### config.mk
export PLATFORM = sky130hd
export DESIGN_NAME = booth_seq_mult
export DESIGN_NICKNAME = d
export VERILOG_FILES = /design/src/rtl/booth_pkg.sv /design/src/rtl/booth_ctrl.sv /design/src/rtl/booth_recoder.sv /design/src/rtl/booth_addsub.sv /design/src/rtl/booth_shifter.sv /design/src/rtl/booth_seq_mult.sv
export SDC_FILE = /design/constraint.sdc
export NUM_CORES = 1
export LEC_CHECK = 0
export BUFFER_PORTS_ARGS = -buffer_cell sky130_fd_sc_hd__buf_2
export CAP_MARGIN = 10
export CORE_UTILIZATION = 45
export CTS_BUF_LIST = sky130_fd_sc_hd__clkbuf_4
export CTS_CLUSTER_SIZE = 12
export DETAILED_ROUTE_END_ITERATION = 8
export GPL_TIMING_DRIVEN = 0
export MAX_ROUTING_LAYER = met4
export PLACE_DENSITY = 0.71
export SLEW_MARGIN = 20
export SYNTH_ARGS = -nofsm -noshare
export SYNTH_HDL_FRONTEND = slang
export SYNTH_SLANG_ARGS = --single-unit
### constraint.sdc
create_clock -name clk -period 4.65 [get_ports clk]
set_input_delay 0.465 -clock clk [delete_from_list [all_inputs] [get_ports clk]]
set_output_delay 0.465 -clock clk [all_outputs]
set_load 0.01 [all_outputs]
### src/rtl/booth_pkg.sv
package booth_pkg;

  typedef enum logic [1:0] {
    BOOTH_HOLD = 2'd0,
    BOOTH_ADD  = 2'd1,
    BOOTH_SUB  = 2'd2
  } booth_op_e;

  // Recoding of the pair {low multiplier bit, history bit}
  function automatic booth_op_e booth_decode(input logic q_low, input logic q_hist);
    booth_op_e op;
    unique case ({q_low, q_hist})
      2'b10:   op = BOOTH_SUB;
      2'b01:   op = BOOTH_ADD;
      default: op = BOOTH_HOLD;
    endcase
    return op;
  endfunction

endpackage

### src/rtl/booth_ctrl.sv
module booth_ctrl #(
  parameter int WIDTH = 8
) (
  input  logic clk,
  input  logic rst_n,
  input  logic start,
  output logic accept,
  output logic iter_fire,
  output logic last_iter,
  output logic busy,
  output logic done
);
  localparam int CNT_W = $clog2(WIDTH + 1);
  localparam logic [CNT_W-1:0] CNT_LOAD = CNT_W'(WIDTH);
  localparam logic [CNT_W-1:0] CNT_ONE  = CNT_W'(1);

  logic [CNT_W-1:0] seq_cnt;

  assign accept    = start && !busy;
  assign iter_fire = busy;
  assign last_iter = busy && (seq_cnt == CNT_ONE);

  always_ff @(posedge clk or negedge rst_n) begin
    if (!rst_n) begin
      busy    <= 1'b0;
      done    <= 1'b0;
      seq_cnt <= '0;
    end else begin
      done <= last_iter;
      if (accept) begin
        busy    <= 1'b1;
        seq_cnt <= CNT_LOAD;
      end else if (busy) begin
        seq_cnt <= seq_cnt - CNT_ONE;
        if (last_iter) busy <= 1'b0;
      end
    end
  end
endmodule

### src/rtl/booth_recoder.sv
module booth_recoder
  import booth_pkg::*;
(
  input  logic      q_low,
  input  logic      q_hist,
  output booth_op_e op
);
  assign op = booth_decode(q_low, q_hist);
endmodule

### src/rtl/booth_addsub.sv
module booth_addsub
  import booth_pkg::*;
#(
  parameter int AW = 9
) (
  input  logic [AW-1:0] acc,
  input  logic [AW-1:0] operand,
  input  booth_op_e     op,
  output logic [AW-1:0] result
);
  function automatic logic [AW-1:0] add_plain(input logic [AW-1:0] x, input logic [AW-1:0] y);
    return x + y;
  endfunction

  function automatic logic [AW-1:0] sub_by_complement(input logic [AW-1:0] x, input logic [AW-1:0] y);
    return x + (~y) + AW'(1);
  endfunction

  always_comb begin
    unique case (op)
      BOOTH_ADD: result = add_plain(acc, operand);
      BOOTH_SUB: result = sub_by_complement(acc, operand);
      default:   result = acc;
    endcase
  end
endmodule

### src/rtl/booth_shifter.sv
module booth_shifter #(
  parameter int AW = 9,
  parameter int QW = 8
) (
  input  logic [AW-1:0] acc_in,
  input  logic [QW-1:0] q_in,
  output logic [AW-1:0] acc_out,
  output logic [QW-1:0] q_out,
  output logic          hist_out
);
  // Arithmetic right shift of the concatenation {acc, q, hist}
  assign acc_out  = {acc_in[AW-1], acc_in[AW-1:1]};
  assign q_out    = {acc_in[0], q_in[QW-1:1]};
  assign hist_out = q_in[0];
endmodule

### src/rtl/booth_seq_mult.sv
module booth_seq_mult
  import booth_pkg::*;
#(
  parameter int WIDTH = 8
) (
  input  logic               clk,
  input  logic               rst_n,
  input  logic               start,
  input  logic [WIDTH-1:0]   multiplicand,
  input  logic [WIDTH-1:0]   multiplier,
  output logic               busy,
  output logic               done,
  output logic [2*WIDTH-1:0] product
);
  localparam int AW = WIDTH + 1;   // one guard bit above the operand

  logic             accept;
  logic             iter_fire;
  logic             last_iter;
  logic [AW-1:0]    acc_q;
  logic [WIDTH-1:0] mq_q;
  logic             hist_q;
  logic [WIDTH-1:0] mcand_q;
  logic [AW-1:0]    mcand_ext;
  booth_op_e        step_op;
  logic [AW-1:0]    step_sum;
  logic [AW-1:0]    acc_nxt;
  logic [WIDTH-1:0] mq_nxt;
  logic             hist_nxt;

  booth_ctrl #(.WIDTH(WIDTH)) ctrl_i (
    .clk       (clk),
    .rst_n     (rst_n),
    .start     (start),
    .accept    (accept),
    .iter_fire (iter_fire),
    .last_iter (last_iter),
    .busy      (busy),
    .done      (done)
  );

  booth_recoder recoder_i (
    .q_low  (mq_q[0]),
    .q_hist (hist_q),
    .op     (step_op)
  );

  assign mcand_ext = {mcand_q[WIDTH-1], mcand_q};

  booth_addsub #(.AW(AW)) addsub_i (
    .acc     (acc_q),
    .operand (mcand_ext),
    .op      (step_op),
    .result  (step_sum)
  );

  booth_shifter #(.AW(AW), .QW(WIDTH)) shifter_i (
    .acc_in   (step_sum),
    .q_in     (mq_q),
    .acc_out  (acc_nxt),
    .q_out    (mq_nxt),
    .hist_out (hist_nxt)
  );

  always_ff @(posedge clk or negedge rst_n) begin
    if (!rst_n) begin
      acc_q   <= '0;
      mq_q    <= '0;
      hist_q  <= 1'b0;
      mcand_q <= '0;
    end else if (accept) begin
      acc_q   <= '0;
      mq_q    <= multiplier;
      hist_q  <= 1'b0;
      mcand_q <= multiplicand;
    end else if (iter_fire) begin
      acc_q   <= acc_nxt;
      mq_q    <= mq_nxt;
      hist_q  <= hist_nxt;
    end
  end

  assign product = {acc_q[WIDTH-1:0], mq_q};
endmodule

* After elaboration in Yosys (flattened, before gate mapping)
Cells that the tools add are included.
** Storage, ports and cells
- Flip-flop bits (word level) :: 32
- Input bits :: 19
- Output and inout bits :: 18
- Word-level logic and storage cells :: 34
** Cells by class
- Add/subtract/negate cells :: 4
- Equality and inequality tests :: 5
- Muxes and demuxes :: 13
- Bitwise gates (word level) :: 1
- Reduce and logical (&&, ||, !) cells :: 4
** Operators with widths (number)
- adder 9 bit :: 2
- 2-to-1 mux 9 bit :: 2
- one-hot mux 9 bit (2 select lines) :: 1
- 2-to-1 mux 8 bit :: 2
- adder 9 x 1 -> 9 bit (second input constant) :: 1
- NOT 9 bit :: 1
- 2-to-1 mux 4 bit :: 2
- 2-to-1 mux 1 bit :: 5
- equality test 2 x 1 -> 1 bit (second input constant) :: 2
- equality test 2 bit (second input constant) :: 2
- equality test 4 x 1 -> 1 bit (second input constant) :: 1
- one-hot mux 2 bit (2 select lines) :: 1
- subtractor 4 x 1 -> 4 bit (second input constant) :: 1
- logical AND 1 bit :: 2
- nonzero test 2 bit :: 1
- zero test 1 bit :: 1

* Logic depth before layout (Yosys ltp)
- Depth after elaboration :: 6
- Depth in mapped cells :: 9
- Gate-level depth less buffers :: 9

* Modules after synthesis
From an unflattened synthesis, not the netlist that was laid out.
** Second synthesis, totals
- Cells, all modules :: 293
- Area, all modules :: 2708.8 um^2
** Modules (own cells, without submodules)
- booth_seq_mult :: instances 1, cells each 92, area an instance 1163.6 um^2, sequential area each 650.6 um^2
- booth_addsub :: instances 1, cells each 157, area an instance 1111.1 um^2, sequential area each 0.0 um^2
- booth_ctrl :: instances 1, cells each 24, area an instance 284.0 um^2, sequential area each 150.1 um^2
- booth_shifter :: instances 1, cells each 18, area an instance 135.1 um^2, sequential area each 0.0 um^2
- booth_recoder :: instances 1, cells each 2, area an instance 15.0 um^2, sequential area each 0.0 um^2

* Worst setup path before layout
No wires, ideal clock.
- Kind :: reg2reg
- From :: register acc_q[0]
- To :: register acc_q[3]
- Library setup time :: 0.122 ns
- Arrival :: 1.911 ns
- Data required time :: 4.528 ns
- Path slack :: 2.617 ns
- Stages on the path, launching flop included :: 10
- Path buffers :: 0
- Clock period less this slack :: 2.033 ns
- Path through :: dfrtp_1 -> inv_1 -> ha_1 -> inv_1 -> fa_1 -> a21o_1 -> a211o_1 -> a31o_1 -> a21oi_1 -> o21ai_1
** Between the ends
- Cells in the longest elaborated chain, start to end :: 5
- Elaborated cells between the ends (all ways) :: 6
- Classes of those cells :: 3 x add/sub; 3 x mux
** Ends and longest elaborated chain
- from (decl) :: line booth_seq_mult.sv:20 : logic [AW-1:0] acc_q;
- from (signal assigned) :: line booth_seq_mult.sv:77 : acc_q <= acc_nxt;
- adder 9 bit :: line booth_addsub.sv:16 : return x + (~y) + AW'(1);
- adder 9 x 1 -> 9 bit :: line booth_addsub.sv:16
- one-hot mux 9 bit (2 select lines) (*) :: line booth_addsub.sv:20 : unique case (op)
- 2-to-1 mux 9 bit (*) :: line booth_seq_mult.sv:76 : end else if (iter_fire) begin
- 2-to-1 mux 9 bit (*) :: line booth_seq_mult.sv:71 : end else if (accept) begin
Mark *: on every way between the ends. The rest lies on a longest branch, timed or not. The select of a mux whose other input is x is not followed.
A chain may end at the register's enable or synchronous reset.

* Final worst setup path
- From :: register acc_q[0]
- To :: register acc_q[5]
Same word-level chain as after synthesis.

==> run summary <==
outcome: complete, no violations
Final period util: 0.466
initial antenna violation count: 0
DP HPWL: 3.82 mm
CTS root buf: clkbuf_4
clock buffer count from CTS: 5
Fin. Hold Viols: 0
critical path peak fanout: 4
Skew-Pair Late Insertion Delay: 0.34 ns
Worst Path Arrival: 2.39 ns
largest net degree at the start of global routing: 32
Setup WS post-layout: 2.48 ns
DRC errors left: 0
Post-CTS Setup Bufs: 0
max frequency: 0.462 GHz
GR Util All Layers: 0.219
Synth Instances: 246
Die X: 72.1 um
Initial Util: 0.468
synth unique cells: 55
Synth async-reset ratio: 1.00
Post-synth EDFFs: 0
fin nets: 329
Hold Path Class: input pin to async pin
setup TNS: 0 ns
RSZ-0062 raised after global routing: no
Final setup violation count: 0
Critical Path RT: 4.87 ns
sequential power share: 0.259
CTS Buffer Depth: 2
IO Pins: 37
vias in the first global route: 1826
Net Sw Power: 0.983 mW
CP Capture Type: flip-flop
ratio of cells with drive above 1 in the final layout: 0.181
Synth Flop Type: dfrtp_1
Yosys reg bits: 31
Die Y: 72.1 um
post_cts resized: 0
gpl congestion: 0.910
hold slack: 0.159 ns
Vias: 1919
H-tree levels: 2
Mapped Avg Cell Area: 8.98 um2
switching share of total power: 0.487
Combinational Power Share: 0.665
WS Path Type: flip-flop to flip-flop
total grt overflow: 0
register area share after synthesis: 0.351
Max-Cap Viols: 0
Mapped Area: 2210 um2
CTS tree: done
DRT antenna net count: 0
DR iter-0 viols: 81
final worst path period need: 2.17 ns
power per cell area: 804 nW/um2
final wirelength: 5.06 mm
IO buf count: 35
relative slew slack: 0.516
Max Slew Vio Count: 0
clk slew on worst S/H paths: 0.11 ns
VDD IR max: 0.387 mV
Reg2Reg Setup Slack: 2.48 ns
Area Overhead vs Synth: 13.8%
number of cell rows: 25
die area: 5190 um2
Leakage: 1.18 nW
Yosys warnings: 0
Fill cells: 458
hold buffers post-CTS: 0
Critical Path Start Type: flip-flop
wire length of the first global-routing pass: 8.44 mm
vias per inst: 5.41
Worst-Margin Slew: 0.726 ns
core footprint: 4720 um2
post-DR wirelength/cell: 14.2 um
pre-CTS setup slack: 2.50 ns
drt first pass iters: 4
syn_nets: 287
clk_skew: 0.0136 ns
Pint: 1.04 mW
n_diodes: 0
clk sinks: 31
Clk pwr share: 0.076
[flip-flops by register name, summed over array words and instances (netlist names)]
register,flops
ctrl_i.done,1
ctrl_i.busy,1
hist_q,1
mq_q,8
mcand_q,8
ctrl_i.seq_cnt,4
acc_q,8
[cell type report]
| cell class | count | area (um2) | area share |
|---|---|---|---|
| plain buffers | 15 | 67.6 | 0.0269 |
| clock buffers | 5 | 37.5 | 0.0149 |
| clock inverters | 2 | 8.76 | 0.00348 |
| inverters | 17 | 63.8 | 0.0254 |
| multi-input cells | 183 | 1300 | 0.518 |
| flip-flops and latches | 31 | 776 | 0.309 |
| well taps | 67 | 83.8 | 0.0333 |
| repair buffers | 35 | 175 | 0.0697 |
[synth_stat cells, types with 2 or more instances]
library cell,number,area [um2]
a211o_1,2,17.5
a211oi_1,2,15.0
a21o_1,2,15.0
a21oi_1,6,30.0
a21oi_2,2,17.5
a221oi_1,2,17.5
a31oi_1,2,12.5
a32oi_1,3,26.3
and2_1,2,12.5
buf_2,3,15.0
buf_4,2,15.0
clkbuf_1,10,37.5
dfrtp_1,31,776
fa_1,2,40.0
ha_1,20,250
inv_1,16,60.1
mux2i_1,8,80.1
nand2_1,28,105
nand2b_1,4,25.0
nand3_1,3,15.0
nand3b_1,2,15.0
nor2_1,10,37.5
nor2b_1,8,50.1
nor3_1,7,35.0
nor3b_1,3,22.5
o211a_1,2,20.0
o21a_1,2,15.0
o21ai_0,16,80.1
o21ai_1,13,65.1
o31ai_1,5,37.5
xnor2_1,4,35.0
[through the flow]
step                      area, um2   util  power (mW)  cells
after floorplan                2210      -        1.54    246
after global placement         2470  0.522        1.84    348
after detailed placement       2470  0.522        1.88    348
after CTS                      2510  0.532        2.04    355
after global routing           2510  0.532        2.24    355
final                          2510  0.532        2.02    355
[power by group through the flow]
stage / Sequential (mW) / Combinational, mW / Clock (mW)
final: 0.523 / 1.34 / 0.153
after global routing: 0.542 / 1.52 / 0.173
after CTS: 0.526 / 1.35 / 0.159
after detailed placement: 0.531 / 1.35 / 0
after global placement: 0.526 / 1.31 / 0
after floorplan: 0.534 / 1.01 / 0
[worst max-delay path, cell delays in order, from the launching register on]
cell and delay [ns]:
dfrtp_1 0.43, inv_1 0.09, ha_1 0.17, inv_1 0.05, fa_1 0.39, a21o_1 0.20
o21ai_1 0.18, a21oi_1 0.15, a221oi_1 0.30, o21ai_1 0.08
[logic make-up (layout without fill, tap and decap cells)]
group	after synthesis	in the layout	synth area share
AO/OA/AOI/OAI	73	73	0.225
multiplexers	9	9	0.0414
adder cells (fa/ha/maj)	22	22	0.131
XOR/XNOR	5	5	0.0198
buffers and inverters	32	74	0.0595
AND/OR/NAND/NOR	74	74	0.172
flip-flops	31	31	0.351
[path summary, 6_finish.rpt]
path,depth (start not counted),to,startpoint
setup / recovery,9,acc_q[5]$_DFFE_PN0P_,acc_q[0]$_DFFE_PN0P_
hold / removal,1,mcand_q[3]$_DFFE_PN0P_,rst_n
setup reg to reg,9,acc_q[5]$_DFFE_PN0P_,acc_q[0]$_DFFE_PN0P_
hold reg to reg,2,mq_q[2]$_DFFE_PN0P_,mq_q[3]$_DFFE_PN0P_
max in group asynchronous,1,mcand_q[6]$_DFFE_PN0P_,rst_n
min in group clk,3,mcand_q[3]$_DFFE_PN0P_,multiplicand[3]
[placed cells by master (no fill, tap or decap), types with 3 or more instances in the layout]
master	netlist	layout
inv_1	16	16
dfrtp_1	31	31
o21ai_1	13	13
nand3_1	3	3
nand2b_1	4	4
nand2_1	28	28
nor3_1	7	7
nor3b_1	3	3
xnor2_1	4	4
buf_2	3	38
a21oi_1	6	6
ha_1	20	20
nor2b_1	8	8
a32oi_1	3	3
mux2i_1	8	8
o31ai_1	5	5
o21ai_0	16	16
clkbuf_4	0	5
nor2_1	10	10
clkbuf_1	10	10
[per-layer routing]
layer  up-vias  share of wire  GRT usage
li1        956              -          -
met5         -              0          -
met3         7          0.038     0.0472
met2        43           0.47      0.356
met4         0          0.013     0.0632
met1       913           0.47      0.276
Power figures use the tool's default switching activity.
